$ cat src/rtl/penable_pkg.sv
package penable_pkg;

  // Bit positions inside the control word (software decodes these).
  localparam int POS_DBC  = 0;
  localparam int POS_SP   = 4;
  localparam int POS_LP   = 8;
  localparam int POS_ACK  = 12;
  localparam int POS_MODE = 16;
  localparam int POS_PIN  = 18;

  localparam int ACK_W  = 2;
  localparam int LP_W   = 3;
  localparam int SP_W   = 3;
  localparam int DBC_W  = 3;
  localparam int MODE_W = 2;

  // Flag word bit positions.
  localparam int FLG_SP = 0;
  localparam int FLG_LP = 1;
  localparam int NUM_FLAGS = 2;

  localparam logic [MODE_W-1:0] MODE_LEVEL = 2'b00;
  localparam logic [MODE_W-1:0] MODE_IRQ   = 2'b01;
  localparam logic [MODE_W-1:0] MODE_PULSE = 2'b11;

  typedef struct packed {
    logic [ACK_W-1:0] ack;
    logic [LP_W-1:0]  lp;
    logic [SP_W-1:0]  sp;
    logic [DBC_W-1:0] dbc;
  } timing_codes_t;

  localparam timing_codes_t CODES_RST = '{ack: '0, lp: '0, sp: '0, dbc: 3'b001};

endpackage

$ cat src/rtl/penable_decode.sv
module penable_decode #(
  parameter int ADDR_W = 8,
  parameter logic [ADDR_W-1:0] CTRL_OFF = 8'h50,
  parameter logic [ADDR_W-1:0] FLAG_OFF = 8'h54
) (
  input  logic [ADDR_W-1:0] addr,
  input  logic              wr_en,
  input  logic              rd_en,
  output logic              ctrl_wr,
  output logic              flag_wr,
  output logic              ctrl_rd,
  output logic              flag_rd
);
  logic hit_ctrl;
  logic hit_flag;

  always_comb begin
    hit_ctrl = (addr == CTRL_OFF);
    hit_flag = (addr == FLAG_OFF);
    ctrl_wr  = wr_en & hit_ctrl;
    flag_wr  = wr_en & hit_flag;
    ctrl_rd  = rd_en & hit_ctrl;
    flag_rd  = rd_en & hit_flag;
  end
endmodule

$ cat src/rtl/penable_ctrl_reg.sv
module penable_ctrl_reg
  import penable_pkg::*;
#(
  parameter int DATA_W = 32
) (
  input  logic                clk,
  input  logic                rst_por,
  input  logic                rst_sys,
  input  logic                wr,
  input  logic [DATA_W-1:0]   wdata,
  output logic [MODE_W-1:0]   mode_q,
  output timing_codes_t       codes_q,
  output logic                arm_q
);
  logic                lock_q;
  logic [MODE_W-1:0]   wmode;
  timing_codes_t       wcodes;

  always_comb begin
    wmode      = wdata[POS_MODE +: MODE_W];
    wcodes.ack = wdata[POS_ACK  +: ACK_W];
    wcodes.lp  = wdata[POS_LP   +: LP_W];
    wcodes.sp  = wdata[POS_SP   +: SP_W];
    wcodes.dbc = wdata[POS_DBC  +: DBC_W];
  end

  always_ff @(posedge clk) begin
    if (rst_por) begin
      lock_q  <= 1'b0;
      mode_q  <= MODE_LEVEL;
      codes_q <= CODES_RST;
      arm_q   <= 1'b0;
    end else if (rst_sys) begin
      mode_q  <= lock_q ? MODE_PULSE : MODE_LEVEL;
      codes_q <= CODES_RST;
      arm_q   <= 1'b0;
    end else begin
      arm_q <= 1'b0;
      if (wr) begin
        codes_q <= wcodes;
        if (!lock_q) begin
          if (wmode[1]) begin
            lock_q <= 1'b1;
            mode_q <= MODE_PULSE;
            arm_q  <= 1'b1;
          end else begin
            mode_q <= wmode;
          end
        end
      end
    end
  end
endmodule

$ cat src/rtl/penable_flag_reg.sv
module penable_flag_reg #(
  parameter int NUM = 2
) (
  input  logic           clk,
  input  logic           rst_por,
  input  logic           rst_sys,
  input  logic [NUM-1:0] set_evt,
  input  logic           clr_wr,
  input  logic [NUM-1:0] clr_mask,
  output logic [NUM-1:0] flag_q
);
  for (genvar i = 0; i < NUM; i++) begin : g_flag
    always_ff @(posedge clk) begin
      if (rst_por || rst_sys) begin
        flag_q[i] <= 1'b0;
      end else if (set_evt[i]) begin
        flag_q[i] <= 1'b1;           // set has priority over clear
      end else if (clr_wr && clr_mask[i]) begin
        flag_q[i] <= 1'b0;
      end
    end
  end
endmodule

$ cat src/rtl/penable_rd_mux.sv
module penable_rd_mux
  import penable_pkg::*;
#(
  parameter int DATA_W = 32
) (
  input  logic                clk,
  input  logic                rst_por,
  input  logic                ctrl_rd,
  input  logic                flag_rd,
  input  logic                pin_level,
  input  logic [MODE_W-1:0]   mode,
  input  timing_codes_t       codes,
  input  logic [NUM_FLAGS-1:0] flags,
  output logic [DATA_W-1:0]   rdata
);
  logic [DATA_W-1:0] ctrl_word;
  logic [DATA_W-1:0] flag_word;
  logic [DATA_W-1:0] next_data;

  always_comb begin
    ctrl_word = '0;
    ctrl_word[POS_PIN]                = pin_level;
    ctrl_word[POS_MODE +: MODE_W]     = mode;
    ctrl_word[POS_ACK  +: ACK_W]      = codes.ack;
    ctrl_word[POS_LP   +: LP_W]       = codes.lp;
    ctrl_word[POS_SP   +: SP_W]       = codes.sp;
    ctrl_word[POS_DBC  +: DBC_W]      = codes.dbc;
    flag_word = '0;
    flag_word[NUM_FLAGS-1:0]          = flags;
    if (ctrl_rd)      next_data = ctrl_word;
    else if (flag_rd) next_data = flag_word;
    else              next_data = '0;
  end

  always_ff @(posedge clk) begin
    if (rst_por) rdata <= '0;
    else         rdata <= next_data;
  end
endmodule

$ cat src/rtl/penable_cfg_regs.sv
module penable_cfg_regs
  import penable_pkg::*;
#(
  parameter int ADDR_W = 8,
  parameter int DATA_W = 32,
  parameter logic [ADDR_W-1:0] CTRL_OFF = 8'h50,
  parameter logic [ADDR_W-1:0] FLAG_OFF = 8'h54
) (
  input  logic              clk,
  input  logic              rst_por,
  input  logic              rst_sys,
  input  logic              wr_en,
  input  logic              rd_en,
  input  logic [ADDR_W-1:0] addr,
  input  logic [DATA_W-1:0] wdata,
  output logic [DATA_W-1:0] rdata,
  input  logic              pin_level,
  input  logic              sp_evt,
  input  logic              lp_evt,
  output logic [1:0]        mode_o,
  output logic [1:0]        ack_code,
  output logic [2:0]        lp_code,
  output logic [2:0]        sp_code,
  output logic [2:0]        dbc_code,
  output logic              sp_flag,
  output logic              lp_flag,
  output logic              pulse_arm
);
  logic                 ctrl_wr, flag_wr, ctrl_rd, flag_rd;
  timing_codes_t        codes;
  logic [NUM_FLAGS-1:0] set_vec;
  logic [NUM_FLAGS-1:0] flag_vec;

  penable_decode #(.ADDR_W(ADDR_W), .CTRL_OFF(CTRL_OFF), .FLAG_OFF(FLAG_OFF)) u_dec (
    .addr(addr), .wr_en(wr_en), .rd_en(rd_en),
    .ctrl_wr(ctrl_wr), .flag_wr(flag_wr), .ctrl_rd(ctrl_rd), .flag_rd(flag_rd)
  );

  penable_ctrl_reg #(.DATA_W(DATA_W)) u_ctrl (
    .clk(clk), .rst_por(rst_por), .rst_sys(rst_sys),
    .wr(ctrl_wr), .wdata(wdata),
    .mode_q(mode_o), .codes_q(codes), .arm_q(pulse_arm)
  );

  always_comb begin
    set_vec         = '0;
    set_vec[FLG_SP] = sp_evt;
    set_vec[FLG_LP] = lp_evt;
  end

  penable_flag_reg #(.NUM(NUM_FLAGS)) u_flags (
    .clk(clk), .rst_por(rst_por), .rst_sys(rst_sys),
    .set_evt(set_vec), .clr_wr(flag_wr), .clr_mask(wdata[NUM_FLAGS-1:0]),
    .flag_q(flag_vec)
  );

  penable_rd_mux #(.DATA_W(DATA_W)) u_rd (
    .clk(clk), .rst_por(rst_por), .ctrl_rd(ctrl_rd), .flag_rd(flag_rd),
    .pin_level(pin_level), .mode(mode_o), .codes(codes), .flags(flag_vec),
    .rdata(rdata)
  );

  assign ack_code = codes.ack;
  assign lp_code  = codes.lp;
  assign sp_code  = codes.sp;
  assign dbc_code = codes.dbc;
  assign sp_flag  = flag_vec[FLG_SP];
  assign lp_flag  = flag_vec[FLG_LP];
endmodule

$ cat config.mk
export PLATFORM = sky130hd
export DESIGN_NAME = penable_cfg_regs
export DESIGN_NICKNAME = d
export VERILOG_FILES = /design/src/rtl/penable_pkg.sv /design/src/rtl/penable_decode.sv /design/src/rtl/penable_ctrl_reg.sv /design/src/rtl/penable_flag_reg.sv /design/src/rtl/penable_rd_mux.sv /design/src/rtl/penable_cfg_regs.sv
export SDC_FILE = /design/constraint.sdc
export NUM_CORES = 1
export LEC_CHECK = 0
export ABC_AREA = 1
export BUFFER_PORTS_ARGS = -buffer_cell sky130_fd_sc_hd__buf_4
export CORE_MARGIN = 10
export CORE_UTILIZATION = 36
export CTS_BUF_LIST = sky130_fd_sc_hd__clkbuf_4
export DETAILED_ROUTE_END_ITERATION = 12
export GPL_ROUTABILITY_DRIVEN = 0
export PLACE_DENSITY = 0.89
export SYNTH_ARGS = -nofsm -noshare
export SYNTH_HDL_FRONTEND = slang
export SYNTH_SLANG_ARGS = --single-unit
$ cat constraint.sdc
create_clock -name clk -period 0.9 [get_ports clk]
set_input_delay 0.09 -clock clk [delete_from_list [all_inputs] [get_ports clk]]
set_output_delay 0.09 -clock clk [all_outputs]
set_load 0.1 [all_outputs]
Word-level counts from Yosys, hierarchy flattened
Index checks and enable logic that the tools add are counted.
{"block": "totals", "rom_bits": 0, "inputBits": 48, "reg_bits": 49, "memories": 0, "word_cells": 44, "ram_bits": 0, "latchBits": 0}
{"block": "classes", "mul": 0, "add_sub_neg": 0, "n_div": 0, "bitwise_logic": 6, "n_lt_le_gt_ge": 0, "muxes": 13, "shift": 0, "n_eq_ne": 3, "reduce_logical": 11}
{"cell": "19-bit 2-to-1 mux", "count": 1}
{"cell": "8-bit by 7-bit equality test with 1-bit output, second input constant", "count": 2}
{"cell": "2-bit 2-to-1 mux", "count": 6}
{"cell": "1-bit 2-to-1 mux", "count": 6}
{"cell": "2-bit nonzero test", "count": 3}
{"cell": "1-bit bitwise AND", "count": 4}
{"cell": "2-bit AND reduction", "count": 2}
{"cell": "2-bit OR reduction", "count": 2}
{"cell": "4-bit OR reduction", "count": 1}
{"cell": "1-bit logical AND", "count": 2}
{"cell": "2-bit inequality test, second input constant", "count": 1}
{"cell": "1-bit NOT", "count": 2}
{"cell": "1-bit logical OR", "count": 1}

Logic depth before layout (Yosys ltp)
Gate-level depths: netlist of the first run.
{"block": "logic_depth", "ltp_word": 5, "mapped_depth": 9, "ltp_nobuf": 9}

Modules after synthesis
From an unflattened synthesis of the first run, not the netlist that was laid out.
{"block": "unflattened", "hier_cells": 179, "area_unflattened_um2": 1328.8}
{"module": "penable_rd_mux", "cells_each": 73, "instances": 1, "area_per_inst_um2": 609.3}
{"module": "penable_ctrl_reg", "cells_each": 73, "instances": 1, "area_per_inst_um2": 555.5}
{"module": "penable_decode", "cells_each": 22, "instances": 1, "area_per_inst_um2": 85.1}
{"module": "penable_flag_reg", "cells_each": 11, "instances": 1, "area_per_inst_um2": 78.8}

Worst setup path before layout of the first run
No wires, ideal clock.
{"block": "synth_path", "kind": "flip-flop to flip-flop", "from": "reg, netlist name u_ctrl.mode_q[0]", "to": "reg u_ctrl.mode_q[0]", "stages_incl_launch_ff": 5, "slack_ps": -439, "arrival_time_ps": 1276, "setup_time_ps": 64, "cell_sequence": "dfxtp_1 -> inv_1 -> nand3_1 -> nand2_1 -> nor2_1"}
{"item": "end signal, assigned", "line": "penable_ctrl_reg.sv:34", "source": "mode_q <= lock_q ? MODE_PULSE : MODE_LEVEL;"}
{"item": "end signal, assigned", "line": "penable_ctrl_reg.sv:47", "source": "mode_q <= wmode;"}
{"item": "end, declared", "line": "penable_ctrl_reg.sv:11", "source": "output logic [MODE_W-1:0] mode_q,"}

Worst setup path in the final report of the first run
{"block": "layout_path", "from": "reg u_ctrl.codes_q[0] (netlist name)", "to": "out dbc_code[0]"}
{"item": "start, declared", "line": "penable_ctrl_reg.sv:12", "source": "output timing_codes_t codes_q,"}
{"item": "start signal, assigned", "line": "penable_ctrl_reg.sv:40", "source": "codes_q <= wcodes;"}
{"item": "end, declared", "line": "penable_cfg_regs.sv:24", "source": "output logic [2:0] dbc_code,"}
No word-level cell between the ends.

==> results of run 1 <==
==> placed cells by master (no fill, tap or decap) <==
cell	instances
dfxtp_2	15
a21oi_2	1
inv_1	22
nor2_4	1
nand2_2	2
nand2_1	13
clkbuf_4	6
nand3_1	6
dfxtp_1	1
nand3_4	1
conb_1	18
a21oi_1	13
nand3_2	2
dfxtp_4	15
a211oi_2	1
nor2_1	19
buf_4	40
o21ai_1	9
inv_2	1
o22ai_1	2
dlygate4sd3_1	5
buf_12	31
o21ai_0	3
nor2_2	2
==> worst max-delay path by stage <==
stage                                        start                              end
floorplan                                  addr[5]  u_ctrl.codes_q[10]$_SDFFE_PP0P_
global placement                           addr[5]    u_ctrl.mode_q[0]$_SDFFE_PP0P_
detailed placement                         addr[1]    u_ctrl.mode_q[0]$_SDFFE_PP0P_
CTS                 u_ctrl.codes_q[0]$_SDFFE_PP1P_                      dbc_code[0]
global route        u_ctrl.codes_q[0]$_SDFFE_PP1P_                      dbc_code[0]
finish              u_ctrl.codes_q[0]$_SDFFE_PP1P_                      dbc_code[0]
==> state kept, by name, indices dropped and copies added (netlist names) <==
signal and count:
u_ctrl.arm_q 1, u_ctrl.mode_q 2, u_ctrl.codes_q 11, u_ctrl.lock_q 1, u_flags.flag_q 2, u_rd.rdata 14
==> kinds of logic (layout without fill, tap and decap cells) <==
kind of cell / count (synthesis) / after routing / synth area share
AOI/OAI and AO/OA: 29 / 29 / 0.126
buffers and inverters: 45 / 105 / 0.201
and+or+nand+nor: 46 / 46 / 0.164
other: 1 / 18 / 0.00306
DFF: 31 / 31 / 0.506
==> worst register-to-register path: stages, from the launching register on <==
cell and delay [ns]:
dfxtp_1 0.33, inv_2 0.10, nand3_4 0.10, a21oi_2 0.14
nor2_1 0.06
==> timing repair <==
action / CTS / global route
hold buffers: 5 / 0
cloned: 0 / 0
setup endpoints to repair: 31 / 31
endpoints found under the hold margin: 5 / 0
resized for setup: 91 / 5
setup buffers: 5 / 0
==> power groups by stage <==
stage,registers (uW),clock network [uW],logic (uW)
2_1_floorplan,1460,0,449
3_3_place_gp,1380,0,603
3_5_place_dp,1380,0,609
4_1_cts,1360,755,666
5_1_grt,1360,836,708
6_report,1350,737,677
==> metal layers <==
| metal | track usage | vias to the layer above |
|---|---|---|
| li1 | - | 593 |
| met1 | 0.115 | 557 |
| met2 | 0.245 | 68 |
| met3 | 0.0638 | 8 |
| met4 | 0.0681 | 0 |
| met5 | 0 | - |
==> stage by stage <==
| stage | total power [uW] | area (um^2) | hold WS [ns] |
|---|---|---|---|
| 2_1_floorplan | 1910 | 1370 | 0.163 |
| 3_3_place_gp | 1990 | 1780 | 0.278 |
| 3_5_place_dp | 1990 | 1780 | 0.280 |
| 4_1_cts | 2780 | 2290 | 0.00241 |
| 5_1_grt | 2900 | 2310 | 0.0183 |
| 6_report | 2770 | 2310 | 0.00395 |
==> area by class of cell <==
| cell class | instances | area (um^2) | share of cell area |
|---|---|---|---|
| Tap cell | 46 | 57.6 | 0.0250 |
| Clock buffer | 6 | 45.0 | 0.0195 |
| Timing Repair Buffer | 76 | 971 | 0.421 |
| Multi-Input combinational cell | 93 | 450 | 0.195 |
| Sequential cell | 31 | 696 | 0.302 |
| Inverter | 23 | 86.3 | 0.0374 |
==> out/qor.txt, run 1 <==
Yosys cell types - 19
Max cap viols - 0
Met3 wire length - 391 um
Status - finished, violations left
DR iter-0 viols - 46
Max-slew violations - 0
Post-synth top area share - 0.506
CP bufs+invs - 1
Gr usage total - 0.132
CP arrival - 0.88 ns
# rows - 21
DR vias/cell - 4.46
First-pass GRT wire length - 6420 um
Synth-to-Final Area Change - 87.9%
Leak - 0.000984 uW
Internal - 1820 uW
Ys Warns - 0
RSZ-0062 raised after global routing - yes
Area leader, netlist - dfxtp_1
Synth Cell Area - 1230 um^2
Met1 wire length - 1280 um
Number of synthesized register bits - 31
Sequential share of the synthesized area - 0.506
Combinational share of power - 0.244
Kind of critical path - reg2out
Initial antenna violation count - 0
Most numerous cell in the Yosys netlist - dfxtp_1
Final Net Count - 278
Final worst setup slack - -0.0662 ns
Vias in the first global route - 1362
Clock tree buffer depth - 2
Most frequent cells after synthesis - dfxtp_1, inv_1, nor2_1
Final Hold Fails - 0
Switching power - 945 uW
CP Max Fanout - 2
Period utilization - 1.07
Final WL - 3930 um
Clk slew on worst S/H paths - 0.09 ns
Worst vdd ir - 0.811 mV
Non-Filler Instances - 275
CP Cell Sequence - buf_12
DIE WIDTH - 78.4 um
Antenna viol nets, final - 0
Layout cells sized above 1 - 0.515
Sw Share - 0.341
CTS tree - done
CP Data Required Time - 0.81 ns
Die H - 78.4 um
Num Clock Sinks - 31
CP Launch Type - flip-flop
Worst skew pair latency - 0.33 ns
Vias - 1226
Fin Setup TNS - -1.40 ns
Critical Path Slowest Stage Cell - dfxtp_4
Met2 Wirelength - 2140 um
Reg power frac - 0.489
Full die area - 6140 um^2
Async set-reset flop share out of synthesis - 0
R2R depth - 4
IO Port Bufs - 58
FMAX - 1030 MHz
Setup crit end kind - primary output
WHS Endpoint - u_ctrl.codes_q[0]$_SDFFE_PP1P_
CTS Buf Count - 5
Reg2reg start - u_ctrl.lock_q$_SDFFE_PP0P_
Root Driver - clkbuf_4
Hold Crit Depth - 3
Filler Cell Count - 255
Post-placement cell count - 259
Critical Path Stages - 1
Initial Utilization - 0.371
FF-to-FF End - u_ctrl.mode_q[0]$_SDFFE_PP0P_
Clk_skew - 0.00996 ns
Post-Syn Instances - 152
Avg Cell Area, Syn - 8.08 um^2
Pin count of the biggest net entering global routing - 15
PD cells - 1200 nW/um^2
Minimum clock period - 0.966 ns
Synth top area cells - dfxtp_1, buf_4, inv_1
Worst hold path type - in2reg
Gr ovfl total - 0
Crit-path max cell delay - 0.37 ns
Top delay family on crit path - flip-flops
Final setup viols - 30
Post-route core utilization - 0.697
Drt drc - 0
# diodes - 0
Max layer used - met4
Synth Flop Type - dfxtp_1
Core Area - 3310 um^2
Reg2reg setup slack - 0.05 ns
CTS H-tree lvls - 2
Routed len/inst - 14.3 um
Place WS - -0.227 ns
Post-DP HPWL - 2920 um
EDFF count, synth - 0
Hold Path Origin - wdata[0]
Clk network pwr share - 0.266
I/O pins - 96
TritonRoute pass-1 iters - 4
Failing checks - negative setup slack
Note: power is estimated with default switching activity, not from simulation.
==> run 2: changes to the inputs <==
--- a/config.mk
+++ b/config.mk
@@ -5,14 +5,15 @@
 export SDC_FILE = /design/constraint.sdc
 export NUM_CORES = 1
 export LEC_CHECK = 0
-export ABC_AREA = 1
 export BUFFER_PORTS_ARGS = -buffer_cell sky130_fd_sc_hd__buf_4
+export CELL_PAD_IN_SITES_DETAIL_PLACEMENT = 1
+export CELL_PAD_IN_SITES_GLOBAL_PLACEMENT = 2
 export CORE_MARGIN = 10
-export CORE_UTILIZATION = 36
+export CORE_UTILIZATION = 19
 export CTS_BUF_LIST = sky130_fd_sc_hd__clkbuf_4
 export DETAILED_ROUTE_END_ITERATION = 12
 export GPL_ROUTABILITY_DRIVEN = 0
-export PLACE_DENSITY = 0.89
+export PLACE_DENSITY = 0.88
 export SYNTH_ARGS = -nofsm -noshare
 export SYNTH_HDL_FRONTEND = slang
 export SYNTH_SLANG_ARGS = --single-unit
==> run 2 against run 1 <==
The run still ends with negative setup slack left. Synthesized area is 0.92% higher. Sequential power hardly changed. Via count is 5.7% lower. Synthesized cell count is 21% lower. Sequential share of layout area is 3.2 points lower. Clock power is 14% higher. Clock skew is 0.0044 ns lower.
==> out/qor.txt, run 2 <==
Top delay family on crit path - flip-flops (unchanged)
Sequential share of the synthesized area - 0.501 (was 0.506)
# diodes - 0 (unchanged)
Full die area - 10100 um^2 (was 6140 um^2)
Async set-reset flop share out of synthesis - 0 (unchanged)
R2R depth - 3 (was 4)
Most frequent cells in the layout - buf_4, buf_12, dfxtp_2 (was buf_4, buf_12, inv_1)
Routed len/inst - 15.4 um (was 14.3 um)
Status - finished, violations left (unchanged)
Worst vdd ir - 0.779 mV (was 0.811 mV)
Vias - 1156 (was 1226)
Worst skew pair latency - 0.33 ns (about the same)
Critical Path Slowest Stage Cell - dfxtp_2 (was dfxtp_4)
Post-Syn Instances - 120 (was 152)
CTS H-tree lvls - 2 (unchanged)
I/O pins - 96 (unchanged)
Synth top area cells - dfxtp_1, buf_4, mux2i_1 (was dfxtp_1, buf_4, inv_1)
Hold Crit Depth - 3 (unchanged)
Ys Warns - 0 (unchanged)
Synth-to-Final Area Change - 103% (was 87.9%)
Max cap viols - 0 (unchanged)
Period utilization - 1.09 (was 1.07)
Failing checks - negative setup slack (unchanged)
Final Net Count - 261 (was 278)
Number of flip-flops in the largest register - 14 (unchanged)
Number of synthesized register bits - 31 (unchanged)
Reg2reg setup slack - 0.06 ns (was 0.05 ns)
Leak - 0.00104 uW (was 0.000984 uW)
Synth Flop Type - dfxtp_1 (unchanged)
Kind of critical path - reg2out (unchanged)
Initial antenna violation count - 0 (unchanged)
Final Hold Fails - 0 (unchanged)
CTS Buf Count - 5 (unchanged)
Fin area - 2510 um^2 (was 2310 um^2)
TritonRoute pass-1 iters - 3 (was 4)
Non-Filler Instances - 291 (was 275)
Synth Cell Area - 1240 um^2 (was 1230 um^2)
Avg Cell Area, Syn - 10.3 um^2 (was 8.08 um^2)
Most flop-heavy register - u_rd.rdata (unchanged)
Most numerous cell in the Yosys netlist - dfxtp_1 (unchanged)
WHS Endpoint - u_ctrl.codes_q[1]$_SDFFE_PP0P_ (was u_ctrl.codes_q[0]$_SDFFE_PP1P_)
Worst hold path type - in2reg (unchanged)
Yosys cell types - 26 (was 19)
Core Area - 6350 um^2 (was 3310 um^2)
Gr ovfl total - 0 (unchanged)
Die H - 101 um (was 78.4 um)
IO Port Bufs - 58 (unchanged)
DR vias/cell - 3.97 (was 4.46)
Antenna viol nets, final - 0 (unchanged)
RSZ-0062 raised after global routing - yes (unchanged)
Max-slew violations - 0 (unchanged)
Minimum clock period - 0.979 ns (was 0.966 ns)
CP arrival - 0.89 ns (was 0.88 ns)
CP Launch Type - flip-flop (unchanged)
DIE WIDTH - 101 um (was 78.4 um)
FMAX - 1020 MHz (was 1030 MHz)
CP Data Required Time - 0.81 ns (about the same)
CP Cell Sequence - buf_12 (unchanged)
First-pass GRT wire length - 7090 um (was 6420 um)
Root Driver - clkbuf_4 (unchanged)
Final WL - 4480 um (was 3930 um)
DR iter-0 viols - 20 (was 46)
Clk_skew - 0.00553 ns (was 0.00996 ns)
EDFF count, synth - 0 (unchanged)
Most common cell after layout, fill and taps aside - buf_4 (unchanged)
Final setup viols - 43 (was 30)
Area post-placement - 1790 um^2 (was 1780 um^2)
CTS tree - done (unchanged)
Post-synth top area share - 0.501 (was 0.506)
Hold Path Origin - wdata[1] (was wdata[0])
Drt drc - 0 (unchanged)
Initial Utilization - 0.195 (was 0.371)
# rows - 29 (was 21)
Setup crit end kind - primary output (unchanged)
PD cells - 1120 nW/um^2 (was 1200 nW/um^2)
Crit-path max cell delay - 0.38 ns (was 0.37 ns)
Vias in the first global route - 1369 (was 1362)
Final Power - 2830 uW (was 2770 uW)
Post-route core utilization - 0.396 (was 0.697)
Num Clock Sinks - 31 (unchanged)
Clock tree buffer depth - 2 (unchanged)
Layout cells sized above 1 - 0.598 (was 0.515)
Most frequent cells after synthesis - dfxtp_1, buf_4, nor2_1 (was dfxtp_1, inv_1, nor2_1)
Place WS - -0.431 ns (was -0.227 ns)
Post-DP HPWL - 3210 um (was 2920 um)
Final worst setup slack - -0.0791 ns (was -0.0662 ns)
Filler Cell Count - 673 (was 255)
Clk slew on worst S/H paths - 0.10 ns (was 0.09 ns)
Reg2reg start - u_ctrl.mode_q[1]$_SDFFE_PP0P_ (was u_ctrl.lock_q$_SDFFE_PP0P_)
Pin count of the biggest net entering global routing - 19 (was 15)
Post-placement cell count - 258 (was 259)
Area leader, netlist - dfxtp_1 (unchanged)
CP bufs+invs - 1 (unchanged)
FF-to-FF End - u_ctrl.mode_q[1]$_SDFFE_PP0P_ (was u_ctrl.mode_q[0]$_SDFFE_PP0P_)
Gr usage total - 0.0895 (was 0.132)
CP Max Fanout - 2 (unchanged)
Top flop regs - u_rd.rdata: 14 flops, u_ctrl.codes_q: 11 flops (unchanged)
[run 2: where the power goes]
group | total, uW | leakage, uW | internal, uW | switching (uW)
logic | 624 | 0.000740 | 176 | 448
registers | 1360 | 0.000267 | 1350 | 5.19
clock network | 843 | 0.0000361 | 365 | 479
total | 2830 | 0.00104 | 1890 | 932
[run 2: worst max path at each step]
| stage | startpoint | endpoint | slack [ns] | cells after the start |
|---|---|---|---|---|
| after floorplan | addr[0] | u_ctrl.codes_q[10]$_SDFFE_PP0P_ | -0.26 | 6 |
| after global placement | addr[0] | u_ctrl.codes_q[0]$_SDFFE_PP1P_ | -0.38 | 6 |
| after detailed placement | addr[0] | u_ctrl.codes_q[0]$_SDFFE_PP1P_ | -0.43 | 6 |
| after CTS | u_ctrl.codes_q[8]$_SDFFE_PP0P_ | lp_code[2] | -0.09 | 1 |
| after global routing | u_ctrl.codes_q[9]$_SDFFE_PP0P_ | ack_code[0] | -0.13 | 1 |
| final | u_ctrl.codes_q[7]$_SDFFE_PP0P_ | lp_code[1] | -0.08 | 1 |
[run 2: metal layers]
| metal | global-route usage | vias up | routed length (um) |
|---|---|---|---|
| met5 | 0 | - | 0 |
| li1 | - | 549 | - |
| met2 | 0.158 | 49 | 2440 |
| met3 | 0.0418 | 6 | 348 |
| met1 | 0.0893 | 552 | 1620 |
| met4 | 0.0337 | 0 | 67 |
[run 2: cell families after synthesis]
kind of cell           count (synthesis)  synth area share
and+or+nand+nor                       42             0.205
DFF                                   31             0.501
buffers and inverters                 25             0.149
muxes                                 12            0.0970
AOI/OAI and AO/OA                      9            0.0445
other                                  1           0.00303
[run 2: metrics by stage]
stage	hold slack, ns	setup TNS [ns]
after floorplan	0.150	-3.83
after global placement	0.301	-9.25
after detailed placement	0.305	-10.84
after CTS	0.00158	-2.23
after global routing	0.0184	-3.91
final	0.0102	-1.91
[run 2: repair_timing]
action,CTS,global route
cloned,0,1
setup buffers,12,0
endpoints found under the hold margin,11,1
setup endpoints to repair,45,55
gates resized for setup,95,16
pin swaps,1,2
hold buffers,11,1
[run 2: cell type report]
class	instances	area, um^2	area share
Timing Repair Buffer	93	1140	0.453
Sequential cell	31	678	0.270
Multi-Input combinational cell	81	541	0.215
Tap cell	77	96.3	0.0383
Clock buffer	7	52.6	0.0209
Clock inverter	1	5.00	0.00199
Inverter	1	3.75	0.00149
